[src/rtl/rdc_pkg.sv]
package rdc_pkg;
  localparam int unsigned N_PATH = 3;

  typedef enum logic [1:0] {
    P_CAL_LO = 2'd0,
    P_CAL_HI = 2'd1,
    P_SENS   = 2'd2
  } path_e;

  typedef enum logic [2:0] {
    S_IDLE,
    S_CHG,
    S_PRE,
    S_DIS,
    S_DONE
  } state_e;

  typedef enum logic [1:0] {
    M_FULL     = 2'd0,
    M_SPLIT_A  = 2'd1,
    M_SPLIT_B  = 2'd2,
    M_FULL_ALT = 2'd3
  } mode_e;
endpackage

[src/rtl/rdc_sync.sv]
module rdc_sync #(
  parameter int unsigned WIDTH = 4
) (
  input  logic             clk_i,
  input  logic             rst_ni,
  input  logic [WIDTH-1:0] d_i,
  output logic [WIDTH-1:0] q_o
);
  logic [WIDTH-1:0] s1_q, s2_q;

  // reset high: a charged node must not read as an early crossing
  always_ff @(posedge clk_i or negedge rst_ni) begin
    if (!rst_ni) begin
      s1_q <= '1;
      s2_q <= '1;
    end else begin
      s1_q <= d_i;
      s2_q <= s1_q;
    end
  end

  assign q_o = s2_q;
endmodule

[src/rtl/rdc_col_timer.sv]
module rdc_col_timer
  import rdc_pkg::*;
#(
  parameter int unsigned CNT_W = 12
) (
  input  logic                           clk_i,
  input  logic                           rst_ni,
  input  logic                           clr_all_i,
  input  logic                           clr_i,
  input  logic                           run_i,
  input  logic [1:0]                     path_i,
  input  logic                           low_i,
  input  logic [CNT_W-1:0]               timeout_i,
  output logic [N_PATH-1:0][CNT_W-1:0]   cnt_o,
  output logic [N_PATH-1:0]              ovf_o,
  output logic                           fin_o
);
  logic [N_PATH-1:0][CNT_W-1:0] cnt_q;
  logic [N_PATH-1:0]            ovf_q;
  logic                         fin_q;

  always_ff @(posedge clk_i or negedge rst_ni) begin
    if (!rst_ni) begin
      cnt_q <= '0;
      ovf_q <= '0;
      fin_q <= 1'b0;
    end else if (clr_all_i) begin
      cnt_q <= '0;
      ovf_q <= '0;
      fin_q <= 1'b0;
    end else if (clr_i) begin
      cnt_q[path_i] <= '0;
      ovf_q[path_i] <= 1'b0;
      fin_q         <= 1'b0;
    end else if (run_i && !fin_q) begin
      if (low_i) begin
        fin_q <= 1'b1;
      end else if (cnt_q[path_i] == timeout_i - 1'b1) begin
        cnt_q[path_i] <= '1;
        ovf_q[path_i] <= 1'b1;
        fin_q         <= 1'b1;
      end else begin
        cnt_q[path_i] <= cnt_q[path_i] + 1'b1;
      end
    end
  end

  assign cnt_o = cnt_q;
  assign ovf_o = ovf_q;
  assign fin_o = fin_q;

  for (genvar p = 0; p < N_PATH; p++) begin : g_chk
    AST_OVF_SATURATED: assert property (@(posedge clk_i) disable iff (!rst_ni)
      ovf_q[p] |-> cnt_q[p] == '1);
  end

  AST_FIN_HOLD: assert property (@(posedge clk_i) disable iff (!rst_ni)
    (fin_q && !clr_i && !clr_all_i) |=> $stable(cnt_q));
endmodule

[src/rtl/rdc_seq.sv]
module rdc_seq
  import rdc_pkg::*;
#(
  parameter int unsigned CNT_W = 12
) (
  input  logic             clk_i,
  input  logic             rst_ni,
  input  logic             start_i,
  input  logic [1:0]       mode_i,
  input  logic             two_cal_i,
  input  logic [CNT_W-1:0] chg_cycles_i,
  input  logic [CNT_W-1:0] split_a_i,
  input  logic [CNT_W-1:0] split_b_i,
  input  logic             all_fin_i,
  output logic             chg_o,
  output logic [2:0]       dis_sel_o,
  output logic [1:0]       path_o,
  output logic             clr_all_o,
  output logic             clr_o,
  output logic             run_o,
  output logic             done_o
);
  state_e           st_q, st_d;
  path_e            path_q, path_d;
  logic [CNT_W-1:0] tmr_q, tmr_d;
  logic [CNT_W-1:0] split_len_q;
  logic             split_q, two_q;
  mode_e            mode;

  assign mode = mode_e'(mode_i);

  always_comb begin
    st_d      = st_q;
    path_d    = path_q;
    tmr_d     = tmr_q;
    clr_all_o = 1'b0;
    clr_o     = 1'b0;
    unique case (st_q)
      S_IDLE: if (start_i) begin
        st_d      = S_CHG;
        path_d    = P_CAL_LO;
        tmr_d     = '0;
        clr_all_o = 1'b1;
      end
      S_CHG: if (tmr_q == chg_cycles_i - 1'b1) begin
        tmr_d = '0;
        if (path_q == P_SENS && split_q) st_d = S_PRE;
        else begin
          st_d  = S_DIS;
          clr_o = 1'b1;
        end
      end else tmr_d = tmr_q + 1'b1;
      // sensor discharge begun through the small calibration resistor
      S_PRE: if (tmr_q == split_len_q - 1'b1) begin
        tmr_d = '0;
        st_d  = S_DIS;
        clr_o = 1'b1;
      end else tmr_d = tmr_q + 1'b1;
      S_DIS: if (all_fin_i) begin
        if (path_q == P_SENS) st_d = S_DONE;
        else begin
          st_d   = S_CHG;
          path_d = (path_q == P_CAL_LO && two_q) ? P_CAL_HI : P_SENS;
        end
      end
      S_DONE:  st_d = S_IDLE;
      default: st_d = S_IDLE;
    endcase
  end

  always_ff @(posedge clk_i or negedge rst_ni) begin
    if (!rst_ni) begin
      st_q        <= S_IDLE;
      path_q      <= P_CAL_LO;
      tmr_q       <= '0;
      split_len_q <= '0;
      split_q     <= 1'b0;
      two_q       <= 1'b0;
    end else begin
      st_q   <= st_d;
      path_q <= path_d;
      tmr_q  <= tmr_d;
      if (st_q == S_IDLE && start_i) begin
        split_q     <= (mode == M_SPLIT_A) || (mode == M_SPLIT_B);
        split_len_q <= (mode == M_SPLIT_A) ? split_a_i : split_b_i;
        two_q       <= two_cal_i;
      end
    end
  end

  always_comb begin
    dis_sel_o = '0;
    if (st_q == S_PRE)      dis_sel_o = 3'b001;
    else if (st_q == S_DIS) dis_sel_o = 3'b001 << path_q;
  end

  assign chg_o  = (st_q == S_CHG);
  assign run_o  = (st_q == S_DIS);
  assign done_o = (st_q == S_DONE);
  assign path_o = path_q;

  AST_SEL_ONEHOT: assert property (@(posedge clk_i) disable iff (!rst_ni)
    $onehot0(dis_sel_o));
  AST_CHG_NO_PATH: assert property (@(posedge clk_i) disable iff (!rst_ni)
    chg_o |-> dis_sel_o == 3'b000);
  AST_DONE_PULSE: assert property (@(posedge clk_i) disable iff (!rst_ni)
    done_o |=> !done_o);
  AST_DONE_AFTER_FIN: assert property (@(posedge clk_i) disable iff (!rst_ni)
    $rose(done_o) |-> $past(all_fin_i && dis_sel_o == 3'b100));
endmodule

[src/rtl/rc_discharge_capture.sv]
module rc_discharge_capture
  import rdc_pkg::*;
#(
  parameter int unsigned N_COL = 4,
  parameter int unsigned CNT_W = 12
) (
  input  logic                                     clk_i,
  input  logic                                     rst_ni,
  input  logic                                     start_i,
  input  logic [1:0]                               mode_i,
  input  logic                                     two_cal_i,
  input  logic [CNT_W-1:0]                         chg_cycles_i,
  input  logic [CNT_W-1:0]                         split_a_i,
  input  logic [CNT_W-1:0]                         split_b_i,
  input  logic [CNT_W-1:0]                         timeout_i,
  input  logic [N_COL-1:0]                         sense_i,
  output logic                                     chg_o,
  output logic [2:0]                               dis_sel_o,
  output logic                                     done_o,
  output logic [N_COL-1:0][N_PATH-1:0][CNT_W-1:0]  cnt_o,
  output logic [N_COL-1:0][N_PATH-1:0]             ovf_o
);
  logic [N_COL-1:0] sense_s, fin;
  logic [1:0]       path;
  logic             clr_all, clr, run;

  rdc_sync #(.WIDTH(N_COL)) u_sync (
    .clk_i (clk_i),
    .rst_ni(rst_ni),
    .d_i   (sense_i),
    .q_o   (sense_s)
  );

  rdc_seq #(.CNT_W(CNT_W)) u_seq (
    .clk_i       (clk_i),
    .rst_ni      (rst_ni),
    .start_i     (start_i),
    .mode_i      (mode_i),
    .two_cal_i   (two_cal_i),
    .chg_cycles_i(chg_cycles_i),
    .split_a_i   (split_a_i),
    .split_b_i   (split_b_i),
    .all_fin_i   (&fin),
    .chg_o       (chg_o),
    .dis_sel_o   (dis_sel_o),
    .path_o      (path),
    .clr_all_o   (clr_all),
    .clr_o       (clr),
    .run_o       (run),
    .done_o      (done_o)
  );

  for (genvar c = 0; c < N_COL; c++) begin : g_col
    rdc_col_timer #(.CNT_W(CNT_W)) u_tmr (
      .clk_i    (clk_i),
      .rst_ni   (rst_ni),
      .clr_all_i(clr_all),
      .clr_i    (clr),
      .run_i    (run),
      .path_i   (path),
      .low_i    (~sense_s[c]),
      .timeout_i(timeout_i),
      .cnt_o    (cnt_o[c]),
      .ovf_o    (ovf_o[c]),
      .fin_o    (fin[c])
    );
  end
endmodule

[config.mk]
export PLATFORM = sky130hd
export DESIGN_NAME = rc_discharge_capture
export DESIGN_NICKNAME = d
export VERILOG_FILES = /design/src/rtl/rdc_pkg.sv /design/src/rtl/rdc_sync.sv /design/src/rtl/rdc_col_timer.sv /design/src/rtl/rdc_seq.sv /design/src/rtl/rc_discharge_capture.sv
export SDC_FILE = /design/constraint.sdc
export NUM_CORES = 1
export LEC_CHECK = 0
export BUFFER_PORTS_ARGS = -buffer_cell sky130_fd_sc_hd__buf_2
export CAP_MARGIN = 10
export CORE_UTILIZATION = 30
export DETAILED_ROUTE_END_ITERATION = 16
export PLACE_DENSITY = 0.48
export SYNTH_ARGS = -nofsm -noshare
export SYNTH_HDL_FRONTEND = slang
export SYNTH_SLANG_ARGS = --single-unit
export TNS_END_PERCENT = 100
[constraint.sdc]
create_clock -name clk_i -period 3.1 [get_ports clk_i]
set_clock_uncertainty 0.05 [all_clocks]
set_input_delay 0 -clock clk_i [delete_from_list [all_inputs] [get_ports clk_i]]
set_output_delay 0 -clock clk_i [all_outputs]
set_load 0.005 [all_outputs]
-- Word level (Yosys, flattened, before mapping)
Cells that the tools add are included.
- memories kept: 0
- register bits: 199
- bits in latches: 0
- ROM bits: 0
- output and inout port bits: 161
- input bits: 58
- bits in writable memories: 0
- word-level logic and storage cells: 225
- multipliers: 0
- div/mod/pow operators: 0
- mux-type cells: 101
- $lt $le $gt $ge: 2
- add/sub/neg operators: 8
- bitwise logic cells: 18
- reductions and logical operators: 45
- equality and inequality tests: 22
- shift-type cells: 1
- operators by type and width (operator ; number):
    2-to-1 mux 36 bit ; 20
    bitwise AND 36 bit ; 4
    bitwise mux 36 bit ; 4
    bitwise OR 36 bit ; 4
    2-to-1 mux 12 bit ; 9
    binary-select mux 12 bit (select 2 bit) ; 4
    2-to-1 mux 3 bit ; 27
    equality test 12 bit ; 6
    adder 12 x 1 -> 12 bit (second input constant) ; 5
    nonzero test 3 bit ; 13
    inverter 36 bit ; 1
    case mux 12 bit (3 select lines) ; 1
    subtractor 12 x 1 -> 12 bit (second input constant) ; 3
    2-to-1 mux 1 bit ; 27
    demux 12 bit (select 2 bit) ; 1
    AND reduction 2 bit ; 9
    inequality test 4 x 3 -> 1 bit (second input constant) ; 4
    bitwise AND 3 bit ; 4
    bitwise OR 3 bit ; 4
    case mux 3 bit (4 select lines) ; 1
    AND reduction 3 bit ; 4
    AND reduction 4 bit ; 3
    logical AND 1 bit ; 8
    2-to-1 mux 2 bit ; 4
    19 further kinds ; 27

-- Longest topological paths before layout
Gate-level depths: netlist of run 1.
- depth in word-level cells: 10
- gate-level depth with buffers: 14
- mapped depth without buffers: 11

-- Hierarchy
From an unflattened synthesis of run 1, not the netlist that was laid out.
- cells, all modules: 1488
- area total of the unflattened synthesis: 13449.1 um^2
- modules (own cells, without submodules) (module ; area an instance (um^2) ; sequential area each (um^2) ; cells each ; times used):
    rdc_col_timer at g_col[0].u_tmr ... ; 2615.0 ; 1001.0 ; 273 ; 2
    rdc_col_timer at g_col[2].u_tmr ; 2849.0 ; 1001.0 ; 339 ; 1
    rdc_col_timer at g_col[3].u_tmr ; 2646.3 ; 1001.0 ; 288 ; 1
    rdc_seq ; 2489.9 ; 775.7 ; 302 ; 1
    rdc_sync ; 210.2 ; 210.2 ; 8 ; 1
    rc_discharge_capture ; 23.8 ; 0.0 ; 5 ; 1

-- Least setup slack after synthesis of run 1
Ideal clock, no wire load.
- path kind: reg2reg
- from: register u_seq.split_len_q[3]
- to: register g_col[0].u_tmr.cnt_q (netlist bit g_col[0].u_tmr.cnt_o[26])
- library setup time: 121 ps
- period minus slack after synthesis: 3135 ps
- cell stages (with the launch flop): 12
- required time: 2929 ps
- setup slack: -35 ps
- path buffers: 2
- arrival time: 2964 ps
- cells stage by stage: dfrtp_1 buf_2 or4_1 nor4_1 a211oi_1 a2111oi_0 o2111ai_1 a21oi_4 o21ai_1 and2_1 buf_6 a22o_1
- word-level cells in the longest chain between the ends: 6
- elaborated cells on any way between the ends: 9
- those cells by class: add/sub: 1; eq/ne: 1; mux: 4; reduce/logical: 3
- ends and longest elaborated chain (element ; RTL line ; source):
    from (decl) ; rdc_seq.sv:26 ; logic [CNT_W-1:0] split_len_q;
    from (signal assigned) ; rdc_seq.sv:85 ; split_len_q <= (mode == M_SPLIT_A) ? split_a_i : split_b_i;
    subtractor 12 x 1 -> 12 bit (*) ; rdc_seq.sv:54 ; S_PRE: if (tmr_q == split_len_q - 1'b1) begin
    equality test 12 bit (*) ; rdc_seq.sv:54 ;
    2-to-1 mux 1 bit (*) ; rdc_seq.sv:54 ;
    case mux 1 bit (2 select lines) (*) ; rdc_seq.sv:38 ; unique case (st_q)
    nonzero test 3 bit (no source line) or 2-to-1 mux 36 bit (tied branches) ; - ;
    AND reduction 2 bit (no source line) or 2-to-1 mux 36 bit (tied branches) ; - ;
    to (signal, indexed assignment) ; rdc_col_timer.sv:43 ; cnt_q[path_i] <= cnt_q[path_i] + 1'b1;
    to (decl) ; rdc_col_timer.sv:18 ; logic [N_PATH-1:0][CNT_W-1:0] cnt_q;
Mark *: on every way between the ends. The rest lies on a longest branch, timed or not.
A chain may end at the register's enable or synchronous reset.

-- Final worst setup path of run 1
- from: register u_seq.split_len_q[3]
- to: register g_col[0].u_tmr.cnt_q (netlist bit g_col[0].u_tmr.cnt_o[19])
Same word-level chain as after synthesis.

==> flow_metrics.env, run 1 <==
export IMPL_yosys_area_top_type="dfrtp_1"
export IMPL_syn_cell_area_sq_um=11700
export IMPL_ir_drop_uv=450
export IMPL_place_gp_congestion=0.869
export IMPL_synth_seq_cells=199
export IMPL_period_minus_slack_ns=2.99
export IMPL_grt_start_max_net_pins=81
export IMPL_path_delay_family="compound AO/OA/AOI/OAI gates"
export IMPL_p_comb_frac=0.324
export IMPL_worstMarginPinSlew_ns=1.05
export IMPL_wl_per_cell_um=20.0
export IMPL_antenna_found_initial=0
export IMPL_crit_top_cell="buf_4"
export IMPL_ys_flop_type="dfrtp_1"
export IMPL_dieArea_sq_um=39800
export IMPL_cp_start_kind="flip-flop"
export IMPL_numCtsBuffers=17
export IMPL_routed_wl_mm=42.2
export IMPL_relSlewSlack=0.293
export IMPL_hold_viol=0
export IMPL_drt_pass1_iter_count=5
export IMPL_rows=71
export IMPL_avgViaCountPerCell=5.21
export IMPL_dp_slack_ns=-0.110
export IMPL_synthCells=1272
export IMPL_core_area_sq_um=38000
export IMPL_yosys_warnings=0
export IMPL_die_h_um=199
export IMPL_p_int_w=0.00526
export IMPL_hpwlAfterDp_mm=31.5
export IMPL_critical_path_class="flip-flop to flip-flop"
export IMPL_cts_root_buf="clkbuf_16"
export IMPL_cts_sinks=199
export IMPL_fmax_ghz=0.334
export IMPL_yosysUniqueCellTypes=77
export IMPL_whs_ns=0.105
export IMPL_drt_iter0_drc=717
export IMPL_start_util=0.308
export IMPL_synth_seq_area_share=0.427
export IMPL_fin_ws_ns=0.109
export IMPL_port_buffers=218
export IMPL_clock_path_buffers=2
export IMPL_layout_drive_gt1_share=0.268
export IMPL_rsz0062_at_grt="yes"
export IMPL_critical_path_cell_chain="buf_4 -> nor4_1 -> buf_4 -> and3_1 -> mux2i_1 -> a31oi_1 -> o2111ai_1 -> a21o_1 -> buf_4 -> nand3_1 -> a22o_1"
export IMPL_cap_violations=0
export IMPL_worstPathArrival_ns=3.29
export IMPL_area_delta_synth_final_pct=30.3
export IMPL_avgSynthCellArea_sq_um=9.19
export IMPL_timing_final_max_slew_violations=0
export IMPL_path_max_fanout=14
export IMPL_synthArstFlopShare=1.00
export IMPL_p_total_w=0.00835
export IMPL_seqPwrFrac=0.397
export IMPL_final_nets=1657
export IMPL_clkPwrFrac=0.279
export IMPL_synth_edf_count=0
export IMPL_finalSetupTns_ns=0
export IMPL_grt_pass1_wl_mm=65.1
export IMPL_ios=219
export IMPL_hp_class="primary input to async pin"
export IMPL_die_w_um=199
export IMPL_synth_top_area_share=0.409
export IMPL_cp_end_kind="flip-flop"
export IMPL_cp_slowest_cell="dfrtp_1"
export IMPL_slowest_delay_ns=0.37
export IMPL_nFillCells=3904
export IMPL_sw_frac_of_total=0.370
export IMPL_required_ns=3.40
export IMPL_period_share=0.965
export IMPL_setup_viol_count_final=0
export IMPL_clkSlewWorstSetupHoldPaths_ns=0.08
export IMPL_fin_util=0.401
export IMPL_cts_tree="built"
export IMPL_grt_pass1_vias=10768
export IMPL_final_common_cell="buf_2"
export IMPL_syn_num_nets=1339
export IMPL_grtUsageTotal=0.216
export IMPL_insertedDiodeCount=0
export IMPL_detail_route_antenna_nets=0
export IMPL_leakage_nw=7.10
export IMPL_outcome="complete, no violations"
export IMPL_final_cell_mix="buf_2, dfrtp_1, nand2_1"
export IMPL_drc=0
export IMPL_power_density_nw_per_um2=548
export IMPL_vias=11014
export IMPL_htreeDepth=4
export IMPL_overflow=0
export IMPL_yosys_top_cells_area="dfrtp_1, o2bb2ai_1, xnor2_1, mux2i_1, nand2_1"
export IMPL_p_switching_w=0.00309
export IMPL_clock_latency_ns=0.46
export IMPL_crit_buf_inv=3
==> cell families (layout without fill, tap and decap cells) <==
group / after synthesis / count (layout) / synth area share
AO/OA/AOI/OAI: 334 / 334 / 0.198
XOR/XNOR: 114 / 114 / 0.0854
flip-flops: 199 / 199 / 0.427
AND/OR/NAND/NOR: 447 / 447 / 0.189
multiplexers: 63 / 63 / 0.0540
buffers and inverters: 106 / 437 / 0.0378
adder cells (fa/ha/maj): 9 / 9 / 0.00963
==> per-stage QoR <==
step	cells	cell area [sq um]
3_3_place_gp	2048	14200
4_1_cts	2113	15200
5_1_grt	2114	15200
6_report	2114	15200
3_5_place_dp	2048	14200
2_1_floorplan	1272	11700
==> metal layers <==
layer | up-vias | global-route usage | wire (um)
met1 | 5446 | 0.309 | 20200
met5 | - | 0 | 0
met2 | 274 | 0.330 | 18800
li1 | 5249 | - | -
met4 | 0 | 0.0696 | 925
met3 | 45 | 0.0380 | 2320
==> path summary, 6_finish.rpt <==
check,start,endpoint,slack [ns],cells after the start
worst max-delay path,u_seq.split_len_q[3],g_col[0].u_tmr.cnt_o[19],0.11,11
worst min-delay path,rst_ni,u_seq.tmr_q[5],0.10,2
worst max register to register,u_seq.split_len_q[3],g_col[0].u_tmr.cnt_o[19],0.11,11
worst min register to register,u_sync.s1_q[2],u_sync.q_o[2],0.31,0
max in group asynchronous,rst_ni,g_col[2].u_tmr.cnt_o[26],1.92,3
min in group clk_i,sense_i[3],u_sync.s1_q[3],0.15,2
==> cell type report <==
cell class              instances  area, sq um  area share
flip-flops and latches        199         4990       0.328
inverters                      26         97.6     0.00640
multi-input cells             967         6380       0.419
clock inverters                14          159      0.0104
clock buffers                  18          439      0.0288
repair buffers                379         2530       0.166
well taps                     511          639      0.0419
==> power by group through the flow <==
stage | sequential [W] | clock [W] | combinational [W]
after floorplan | 0.00317 | 0 | 0.00164
after global placement | 0.00335 | 0 | 0.00260
after detailed placement | 0.00335 | 0 | 0.00263
after CTS | 0.00330 | 0.00238 | 0.00269
after global routing | 0.00337 | 0.00246 | 0.00299
final | 0.00331 | 0.00233 | 0.00271
==> cells in the mapped netlist, drive strengths merged, types with 17 or more instances <==
library cell  count
nand2b           17
a21oi            44
nor3             33
inv              26
nand2           134
clkbuf           54
a22o             30
mux2i            62
dfrtp           191
nor2             97
xor2             42
o21ai           109
buf              26
nand3            68
o2bb2ai          75
xnor2            72
==> registers in the layout, summed over array words and instances (netlist names) <==
| name | count |
|---|---|
| u_seq.tmr_q | 12 |
| u_sync.q_o | 4 |
| u_seq.split_q | 1 |
| u_seq.two_q | 1 |
| u_seq.split_len_q | 12 |
| g_col.u_tmr.cnt_o | 144 |
| u_seq.st_q | 3 |
| g_col.u_tmr.ovf_o | 12 |
| g_col.u_tmr.fin_o | 4 |
| u_sync.s1_q | 4 |
| u_seq.path_o | 2 |
==> timing repair <==
action                                  4_1_cts  5_1_grt
endpoints found under the hold margin        96        0
endpoints found under the setup margin       31      121
buffers inserted                              0        1
resized for setup                             7       21
hold buffers                                 33        0
pin swaps                                     2        4
Note: power is estimated with default switching activity, not from simulation.
==> inputs of run 2 (changes only) <==
- ABC_AREA: default -> 1
- PLACE_DENSITY: 0.48 -> 0.47
- SLEW_MARGIN: default -> 20
==> run 2 against run 1 <==
- register-to-register slack improved by 0.06 ns
- power is 33% lower
- synthesized cell count up 120%
- largest cell class unchanged
- core utilization down 2.1 points
- non-clock buffer count grew 31
- critical endpoint is now dis_sel_o[0]
- global-route usage is 4.2 points higher
- hold slack worse by 0.075 ns
==> flow_metrics.env, run 2 <==
export IMPL_required_ns=3.05
export IMPL_timing_final_max_slew_violations=0
export IMPL_final_common_cell="nand2_1"
export IMPL_avgViaCountPerCell=5.10
export IMPL_period_share=0.966
export IMPL_wl_met2_mm=35.2
export IMPL_cp_start_kind="flip-flop"
export IMPL_whs_ns=0.0297
export IMPL_drt_pass1_iter_count=6
export IMPL_die_w_um=236
export IMPL_dieArea_sq_um=55900
export IMPL_ir_drop_uv=463
export IMPL_rsz0062_at_grt="yes"
export IMPL_synth_seq_cells=199
export IMPL_ios=219
export IMPL_start_util=0.305
export IMPL_layout_drive_gt1_share=0.168
export IMPL_core_area_sq_um=54000
export IMPL_ff_latch_area_sq_um=4990
export IMPL_worstPathArrival_ns=2.95
export IMPL_final_cell_mix="nand2_1, nand3_1, buf_2"
export IMPL_multi_input_area_sq_um=10300
export IMPL_area_delta_synth_final_pct=24.4
export IMPL_hpwlAfterDp_mm=53.8
export IMPL_grt_pass1_wl_mm=111
export IMPL_post_synth_top_count_cell="nand2_1"
export IMPL_synth_top_area_share=0.290
export IMPL_rows=85
export IMPL_period_minus_slack_ns=3.00
export IMPL_die_h_um=236
export IMPL_synthArstFlopShare=1.00
export IMPL_drt_iter0_drc=1596
export IMPL_insertedDiodeCount=0
export IMPL_finalSetupTns_ns=0
export IMPL_synth_top_cells_by_count="nand2_1, nand3_1, nor2_1"
export IMPL_cts_tree="built"
export IMPL_largest_register_ffs=144
export IMPL_worstMarginPinSlew_ns=1.09
export IMPL_overflow=0
export IMPL_dr_wl_met3_mm=3.61
export IMPL_setup_viol_count_final=0
export IMPL_outcome="complete, no violations"
export IMPL_grtUsageTotal=0.259
export IMPL_hold_viol=0
export IMPL_highest_layer="met4"
export IMPL_place_gp_congestion=0.955
export IMPL_grt_start_max_net_pins=99
export IMPL_dp_slack_ns=-0.0401
export IMPL_fmax_ghz=0.334
export IMPL_yosys_top_cells_area="dfrtp_1, nand2_1, nand3_1, nor2_1, inv_1"
export IMPL_cts_sinks=199
export IMPL_clock_latency_ns=0.53
export IMPL_yosys_warnings=0
export IMPL_m1WireLength_mm=32.7
export IMPL_numCtsBuffers=17
export IMPL_fin_util=0.380
export IMPL_syn_cell_area_sq_um=16500
export IMPL_avgSynthCellArea_sq_um=5.88
export IMPL_detail_route_antenna_nets=0
export IMPL_cts_root_buf="clkbuf_16"
export IMPL_htreeDepth=4
export IMPL_cap_violations=0
export IMPL_syn_num_nets=2870
export IMPL_fin_ws_ns=0.104
export IMPL_drc=0
export IMPL_clock_path_buffers=2
export IMPL_clkSlewWorstSetupHoldPaths_ns=0.09
export IMPL_port_buffers=218
export IMPL_nFillCells=5914
export IMPL_routed_wl_mm=72.9
export IMPL_power_density_nw_per_um2=271
export IMPL_synth_edf_count=0
export IMPL_cp_end_kind="output port"
export IMPL_wl_per_cell_um=19.1
export IMPL_yosys_area_top_type="dfrtp_1"
export IMPL_yosysUniqueCellTypes=44
export IMPL_relSlewSlack=0.272
export IMPL_synth_seq_area_share=0.303
export IMPL_ys_flop_type="dfrtp_1"
export IMPL_vias=19441
export IMPL_grt_pass1_vias=18270
export IMPL_synthCells=2803
export IMPL_hp_class="primary input to async pin"
export IMPL_final_nets=3167
export IMPL_path_max_fanout=39
export IMPL_antenna_found_initial=0
export IMPL_leakage_nw=11.3
export IMPL_critical_path_class="flip-flop to output port"
==> run 2: changes by cell type after synthesis, sizes merged, moves of 27 or more <==
cell / delta
nand2: +1059
nor2: +123
a21oi: +42
o21ai: +91
clkbuf: +27
buf: +27
a22o: -30
xnor2: -65
o2bb2ai: -75
nand3: +350
mux2i: -62
inv: +171
==> run 2: final timing paths <==
check                      slack (ns)                        to  cells after the start       startpoint
max                              0.10              dis_sel_o[0]                     10  u_seq.path_o[0]
min                              0.03  g_col[0].u_tmr.cnt_o[14]                      2           rst_ni
max reg2reg                      0.17   g_col[3].u_tmr.cnt_o[4]                     18  u_seq.path_o[0]
min reg2reg                      0.31             u_sync.q_o[1]                      0   u_sync.s1_q[1]
max in group asynchronous        2.06  g_col[3].u_tmr.cnt_o[13]                      3           rst_ni
min in group clk_i               0.07            u_sync.s1_q[3]                      2       sense_i[3]
==> run 2: report_power, final <==
part	leakage, nW	switching, W	total, W	internal, W
Sequential	1.89	0.00000265	0.00261	0.00260
Combinational	9.09	0.000304	0.000460	0.000156
Clock	0.290	0.00128	0.00250	0.00122
==> run 2: layout make-up <==
type                       count  area share
multi-input combinational   2272       0.504
sequential                   199       0.243
timing repair buffer         410       0.143
tap                          696      0.0424
inverter                     200      0.0368
clock buffer                  17      0.0207
clock inverter                15     0.00939
==> run 2: kinds of logic after synthesis <==
kind of cell | Yosys count | synth area share
simple gates | 1906 | 0.483
buf+inv | 334 | 0.0845
compound gates | 313 | 0.101
flops | 199 | 0.303
xor+xnor | 42 | 0.0223
fa+ha+maj | 9 | 0.00683
==> run 2: worst max-delay path: stages (launching register included) <==
cell,delay [ns]
dfrtp_2,0.43
buf_6,0.18
nor2_4,0.07
buf_12,0.14
buf_4,0.15
buf_4,0.15
inv_2,0.05
buf_4,0.49
buf_4,0.41
o21ai_0,0.17
buf_2,0.15
==> run 2: timing repair <==
item                                    4_1_cts  5_1_grt
gates resized for setup                       6       54
hold buffers                                 33        0
endpoints found under the setup margin       40      141
gates cloned                                  0        3
pin swaps                                     0        5
endpoints found under the hold margin       163        0
buffers inserted                              0        7
==> run 2: per-stage QoR <==
step | instance area [sq um] | power, W | cells
finish | 20500 | 0.00557 | 3809
global placement | 19200 | 0.00309 | 3734
CTS | 20200 | 0.00564 | 3799
detailed placement | 19200 | 0.00309 | 3734
global route | 20500 | 0.00577 | 3809
floorplan | 16500 | 0.00284 | 2803
==> run 2: layer usage <==
layer / global-route usage / up-vias
li1: - / 9607
met2: 0.437 / 591
met4: 0.0730 / 0
met1: 0.345 / 9165
met3: 0.0317 / 78
met5: 0 / -
